--- config.mk ---
export PLATFORM = sky130hd
export DESIGN_NAME = sertx_top
export DESIGN_NICKNAME = d
export VERILOG_FILES = /design/src/rtl/sertx_pkg.sv /design/src/rtl/sertx_frame_build.sv /design/src/rtl/sertx_shifter.sv /design/src/rtl/sertx_top.sv
export SDC_FILE = /design/constraint.sdc
export NUM_CORES = 1
export LEC_CHECK = 0
export BUFFER_PORTS_ARGS = -buffer_cell sky130_fd_sc_hd__buf_4
export CORE_ASPECT_RATIO = 1.5
export CORE_MARGIN = 3
export CORE_UTILIZATION = 45
export CTS_CLUSTER_DIAMETER = 50
export DETAILED_ROUTE_END_ITERATION = 10
export MAX_ROUTING_LAYER = met4
export PLACE_DENSITY = 0.79
export RECOVER_POWER = 50
export SLEW_MARGIN = 20
export SYNTH_ARGS = -nofsm -noshare
export SYNTH_HDL_FRONTEND = slang
export SYNTH_SLANG_ARGS = --single-unit
--- constraint.sdc ---
create_clock -name clk -period 2.1 [get_ports clk]
set_input_delay 0.42 -clock clk [delete_from_list [all_inputs] [get_ports clk]]
set_output_delay 0.42 -clock clk [all_outputs]
set_load 0.03 [all_outputs]
--- src/rtl/sertx_pkg.sv ---
// Shared types for the serial transmitter.
package sertx_pkg;
    typedef enum logic [2:0] {
        ST_IDLE, ST_START, ST_DATA, ST_STOP1, ST_STOP2
    } tx_state_t;

    typedef enum logic [1:0] {
        OPT_NONE = 2'b00,
        OPT_EVEN = 2'b01,
        OPT_ODD  = 2'b10,
        OPT_MP   = 2'b11
    } opt_mode_t;
endpackage

--- src/rtl/sertx_frame_build.sv ---
// Builds the shift payload (data bits plus the optional bit) and the count
// of payload bits from the character and the format controls.
// Assumes: DATA_W >= 2; the short character mode drops the top data bit.
module sertx_frame_build #(
    parameter int DATA_W = 8,
    localparam int CNT_W = $clog2(DATA_W + 2)
) (
    input  logic [DATA_W-1:0] data,
    input  logic              short_char,
    input  logic [1:0]        opt_sel,
    input  logic              mp_val,
    output logic [DATA_W:0]   payload,
    output logic [CNT_W-1:0]  nbits
);
    import sertx_pkg::*;

    logic [DATA_W-1:0] masked;
    logic [CNT_W-1:0]  used;
    logic              has_opt;
    logic              opt_bit;

    // Mask the character, pick the optional bit and place it after the data.
    always_comb begin
        used    = short_char ? CNT_W'(DATA_W - 1) : CNT_W'(DATA_W);
        masked  = short_char ? {1'b0, data[DATA_W-2:0]} : data;
        has_opt = 1'b1;
        opt_bit = 1'b0;
        case (opt_mode_t'(opt_sel))
            OPT_NONE: has_opt = 1'b0;
            OPT_EVEN: opt_bit = ^masked;
            OPT_ODD:  opt_bit = ~^masked;
            default:  opt_bit = mp_val;
        endcase
        payload = {1'b0, masked};
        if (has_opt) payload[used] = opt_bit;
        nbits = used + {{(CNT_W-1){1'b0}}, has_opt};
    end
endmodule

--- src/rtl/sertx_shifter.sv ---
// Frame sequencer and shift register. Advances one bit per bit-rate pulse,
// loads a waiting character from idle or at the start of the first stop bit,
// and reports load and transmit-end events to the flag logic.
// Assumes: format inputs stay stable while a frame is in flight.
module sertx_shifter #(
    parameter int DATA_W = 8,
    localparam int SH_W  = DATA_W + 1,
    localparam int CNT_W = $clog2(DATA_W + 2)
) (
    input  logic             clk,
    input  logic             rst_n,
    input  logic             tx_en,
    input  logic             bit_tick,
    input  logic             buf_full,
    input  logic [SH_W-1:0]  payload,
    input  logic [CNT_W-1:0] nbits,
    input  logic             two_stop,
    output logic             txd,
    output logic             load,
    output logic             end_set
);
    import sertx_pkg::*;

    tx_state_t        st;
    logic [SH_W-1:0]  sh;
    logic [CNT_W-1:0] cnt;
    logic             pend;
    logic             txd_q;
    logic             last_bit;

    // Payload exhausted: this pulse begins the first stop bit.
    assign last_bit = (st == ST_DATA) && (cnt == '0);
    assign load     = rst_n && tx_en && bit_tick && buf_full &&
                      ((st == ST_IDLE) || last_bit);
    assign end_set  = rst_n && tx_en && bit_tick && !buf_full && last_bit;
    assign txd      = txd_q;

    // Bit sequencer: one state step per bit-rate pulse.
    always_ff @(posedge clk) begin
        if (!rst_n || !tx_en) begin
            st    <= ST_IDLE;
            sh    <= '0;
            cnt   <= '0;
            pend  <= 1'b0;
            txd_q <= 1'b1;
        end else if (bit_tick) begin
            case (st)
                ST_IDLE: if (buf_full) begin
                    sh    <= payload;
                    cnt   <= nbits;
                    txd_q <= 1'b0;
                    st    <= ST_START;
                end
                ST_START: begin
                    txd_q <= sh[0];
                    sh    <= sh >> 1;
                    cnt   <= cnt - 1'b1;
                    st    <= ST_DATA;
                end
                ST_DATA: if (cnt == '0) begin
                    txd_q <= 1'b1;
                    st    <= ST_STOP1;
                    if (buf_full) begin
                        sh   <= payload;
                        cnt  <= nbits;
                        pend <= 1'b1;
                    end
                end else begin
                    txd_q <= sh[0];
                    sh    <= sh >> 1;
                    cnt   <= cnt - 1'b1;
                end
                default: if (st == ST_STOP1 && two_stop) begin
                    st <= ST_STOP2;
                end else if (pend) begin
                    txd_q <= 1'b0;
                    pend  <= 1'b0;
                    st    <= ST_START;
                end else begin
                    st <= ST_IDLE;
                end
            endcase
        end
    end

    // the line moves only on a bit-rate pulse.
    p_txd_on_tick_r4: assert property (@(posedge clk) disable iff (!rst_n)
        (tx_en && !bit_tick) |=> $stable(txd));
endmodule

--- src/rtl/sertx_top.sv ---
// Double-buffered asynchronous serial transmitter: holding register, flag
// logic and interrupt levels around the frame builder and the sequencer.
// Assumes: bit_tick is a single-cycle pulse; synchronous active-low reset.
module sertx_top #(
    parameter int DATA_W = 8
) (
    input  logic              clk,
    input  logic              rst_n,
    input  logic              tx_en,
    input  logic              bit_tick,
    input  logic              wr_en,
    input  logic [DATA_W-1:0] wr_data,
    input  logic              char7,
    input  logic [1:0]        opt_mode,
    input  logic              mp_bit,
    input  logic              two_stop,
    input  logic              irq_empty_en,
    input  logic              irq_end_en,
    output logic              txd,
    output logic              buf_empty,
    output logic              tx_end,
    output logic              irq_empty,
    output logic              irq_end
);
    localparam int CNT_W = $clog2(DATA_W + 2);

    logic [DATA_W-1:0] hold_q;
    logic              empty_q;
    logic              end_q;
    logic [DATA_W:0]   payload;
    logic [CNT_W-1:0]  nbits;
    logic              load;
    logic              end_set;
    logic              wr_ok;

    assign wr_ok = wr_en && tx_en;

    // Holding register: captures host writes while enabled.
    always_ff @(posedge clk) begin
        if (!rst_n) hold_q <= '0;
        else if (wr_ok) hold_q <= wr_data;
    end

    // Flags: a write clears both and wins over a same-cycle load or end event.
    always_ff @(posedge clk) begin
        if (!rst_n || !tx_en) begin
            empty_q <= 1'b1;
            end_q   <= 1'b1;
        end else if (wr_ok) begin
            empty_q <= 1'b0;
            end_q   <= 1'b0;
        end else begin
            if (load)    empty_q <= 1'b1;
            if (end_set) end_q   <= 1'b1;
        end
    end

    sertx_frame_build #(.DATA_W(DATA_W)) u_build (
        .data       (hold_q),
        .short_char (char7),
        .opt_sel    (opt_mode),
        .mp_val     (mp_bit),
        .payload    (payload),
        .nbits      (nbits)
    );

    sertx_shifter #(.DATA_W(DATA_W)) u_shift (
        .clk      (clk),
        .rst_n    (rst_n),
        .tx_en    (tx_en),
        .bit_tick (bit_tick),
        .buf_full (!empty_q),
        .payload  (payload),
        .nbits    (nbits),
        .two_stop (two_stop),
        .txd      (txd),
        .load     (load),
        .end_set  (end_set)
    );

    assign buf_empty = empty_q;
    assign tx_end    = end_q;
    assign irq_empty = empty_q && irq_empty_en;
    assign irq_end   = end_q && irq_end_en;

    // an accepted write clears both flags.
    p_write_clears_r2: assert property (@(posedge clk) disable iff (!rst_n)
        wr_ok |=> (!buf_empty && !tx_end));
    // a load with no competing write frees the buffer.
    p_load_empty_r3: assert property (@(posedge clk) disable iff (!rst_n)
        (load && !wr_en) |=> buf_empty);
    // while transmit-end is set the line is at mark.
    p_end_mark_r9: assert property (@(posedge clk) disable iff (!rst_n)
        tx_end |-> txd);
endmodule

==> results.ini <==
[placement]
hpwlAfterDp_um = 2780
gp_congestion = 0.887
portBuffers = 24
pre_cts_slack_ps = 77.1

[power]
comb_power_share_pct = 15.4
p_leak_uw = 0.000719
p_sw_uw = 277
power_frac_seq_pct = 48.3
ir_worst_vdd_mv = 0.429
powerDensity_nw_per_um2 = 597
internal_power_uw = 885
power_uw = 1160
power_switching_share_pct = 23.9
p_clk_share_pct = 36.3

[grt]
grt_overflow = 0
grt_max_degree = 17
antenna_found_initial = 0
grt_usage_pct = 18.2
grt_pass1_vias = 1475
grt_pass1_wl_um = 6530

[floorplan]
core_area_sq_um = 3510
ioPinCount = 25
start_util_pct = 48.0
die_area_sq_um = 4530
rows = 26
die_h_um = 81.0
chipWidth_um = 56.0

[hold_path]
worstHoldStart = wr_data[1]
min_path_type = input pin to flip-flop
hold_path_end = hold_q[1]
holdPathStages = 3

[yosys]
asyncSetResetFlopFracSynth_pct = 0
synth.area.top_cells = dfxtp_1, nor2_1, o21ai_0, a211oi_1, nand2_1
synth-seq-cells = 28
yosys.area.top_type = dfxtp_1
synth_top_area_share_pct = 33.3
synth.distinct_cells = 47
ys_warn_count = 0
synth_seq_area_share_pct = 33.3
synth.avg_cell_area_sq_um = 7.95
synth_area_sq_um = 1690
synth-main-ff-cell = dfxtp_1
synth_cells = 212
synth_edf_count = 0
synth_nets = 235

[sta]
hold_ws_ps = 403
finalSetupViolCount = 0
tightest_slew_ps = 648
fmax_mhz = 501
period_share_pct = 95.1
relSlewSlack_pct = 56.7
drv_slew = 0
finClkSkew_ps = 2.44
worst_slack_ps = 103
rsz0062_at_grt = false
min_period_ps = 2000
hold_viol = 0
setup_tns_ps = 0

[setup_path]
crit_type = flip-flop to flip-flop
cp_max_fo = 4
cp.required_ps = 2290
crit_path_end_kind = flip-flop
r2r-start = u_shift.cnt[0]
r2r-end = u_shift.cnt[1]
worstPathArrival_ps = 2190
critPathLaunchType = flip-flop
reg2regPathDepth = 7
r2r_slack_ps = 100

[clocking]
cts.sinks = 28
post_cts_buffers = 0
post_cts_resized = 0
clk_pin_slew_ps = 90
cts_tree = yes
htree_levels = 1
postCtsHoldBufs = 0
clk_latency_ps = 270
ctsRootBufferMaster = clkbuf_8
clk_path_buf_depth = 2
cts_buffers = 3

[route]
dr.pass1.iters = 4
routed_wl_um = 3830
drc = 0
viasPerCell = 5.66
detail-route-antenna-nets = 0
drt_iter0_drc = 57
routedWlPerCell_um = 14.0
vias = 1552

[layout]
final_cell_mix = nor2_1, dfxtp_1, buf_4
antennaDiodeCount = 0
final_util_pct = 55.4
nets = 256
drive_above_1_share_pct = 18.1
syn2layout_area_growth_pct = 15.6
fillers = 355

[job]
maxCapViolCount = 0

[run_status]
status = complete, no violations

-- cell type report --
type | instances | area, sq um | share of cell area [%]
multi-input combinational | 162 | 1020 | 52.3
sequential | 28 | 561 | 28.8
timing repair buffer | 32 | 221 | 11.4
tap | 42 | 52.6 | 2.70
clock buffer | 3 | 41.3 | 2.12
clock inverter | 1 | 30.0 | 1.54
inverter | 6 | 22.5 | 1.16
-- sequential cells by signal, summed over array words and instances, names as in the netlist --
signal and cells:
u_shift.sh 9, hold_q 8, u_shift.txd 1, u_shift.st 3, u_shift.pend 1, u_shift.cnt 4
buf_empty 1, tx_end 1
-- metal layers --
metal,track usage (%),share of wire (%),up-vias
met5,-,0,-
met3,1.91,5.2,9
met1,21.2,43,692
li1,-,-,789
met2,30.8,50,62
met4,9.26,2.2,0
-- critical path, cell delays in order (launching register included) --
cell,delay [ps]
dfxtp_1,350
inv_1,60
ha_1,180
or3b_4,410
a21oi_4,210
or2_4,160
mux2_2,340
a211oi_2,210
-- how the worst max path moves through the flow --
stage                              start              to
after floorplan           u_shift.cnt[0]  u_shift.cnt[1]
after global placement    u_shift.cnt[0]  u_shift.cnt[1]
after detailed placement  u_shift.cnt[0]  u_shift.cnt[1]
after CTS                 u_shift.cnt[0]  u_shift.cnt[1]
after global routing      u_shift.cnt[0]   u_shift.sh[3]
final                     u_shift.cnt[0]  u_shift.cnt[1]
-- power by group through the flow --
| stage | Clock (uW) | Combinational (uW) | Sequential, uW |
|---|---|---|---|
| global route | 452 | 200 | 564 |
| global placement | 0 | 180 | 573 |
| floorplan | 0 | 118 | 571 |
| CTS | 433 | 182 | 561 |
| detailed placement | 0 | 181 | 574 |
| finish | 422 | 179 | 561 |
-- through the flow --
step	instances	instance area [sq um]
6_report	274	1950
5_1_grt	274	1950
4_1_cts	274	1960
3_5_place_dp	270	1890
3_3_place_gp	270	1890
2_1_floorplan	212	1690
-- cell families (layout without fill, tap and decap cells) --
group	Yosys count	after routing	share of synthesized area [%]
xor gates and xnor gates	8	8	4.97
adders and majority gates	3	3	2.23
AOI/OAI and AO/OA	69	69	28.4
muxes	3	3	1.86
DFF	28	28	33.3
buffers and inverters	22	42	6.68
and+or+nand+nor	79	79	22.6
-- cell usage after synthesis, types with 2 or more instances --
cell type	count
a211oi_1	9
a21boi_0	8
nor2b_1	2
o21ai_0	20
o22ai_1	2
dfxtp_1	28
buf_6	2
o21ai_1	5
buf_2	3
a21oi_1	9
inv_1	6
and2_1	4
nand2_1	18
mux2i_1	2
nor3_1	2
nor2_1	28
nor3b_1	2
xor2_1	2
o31ai_1	4
ha_1	3
clkbuf_1	10
nand3b_1	2
nand2b_1	4
xnor2_1	5
nand3_1	10
Note: power is estimated with default switching activity, not from simulation.
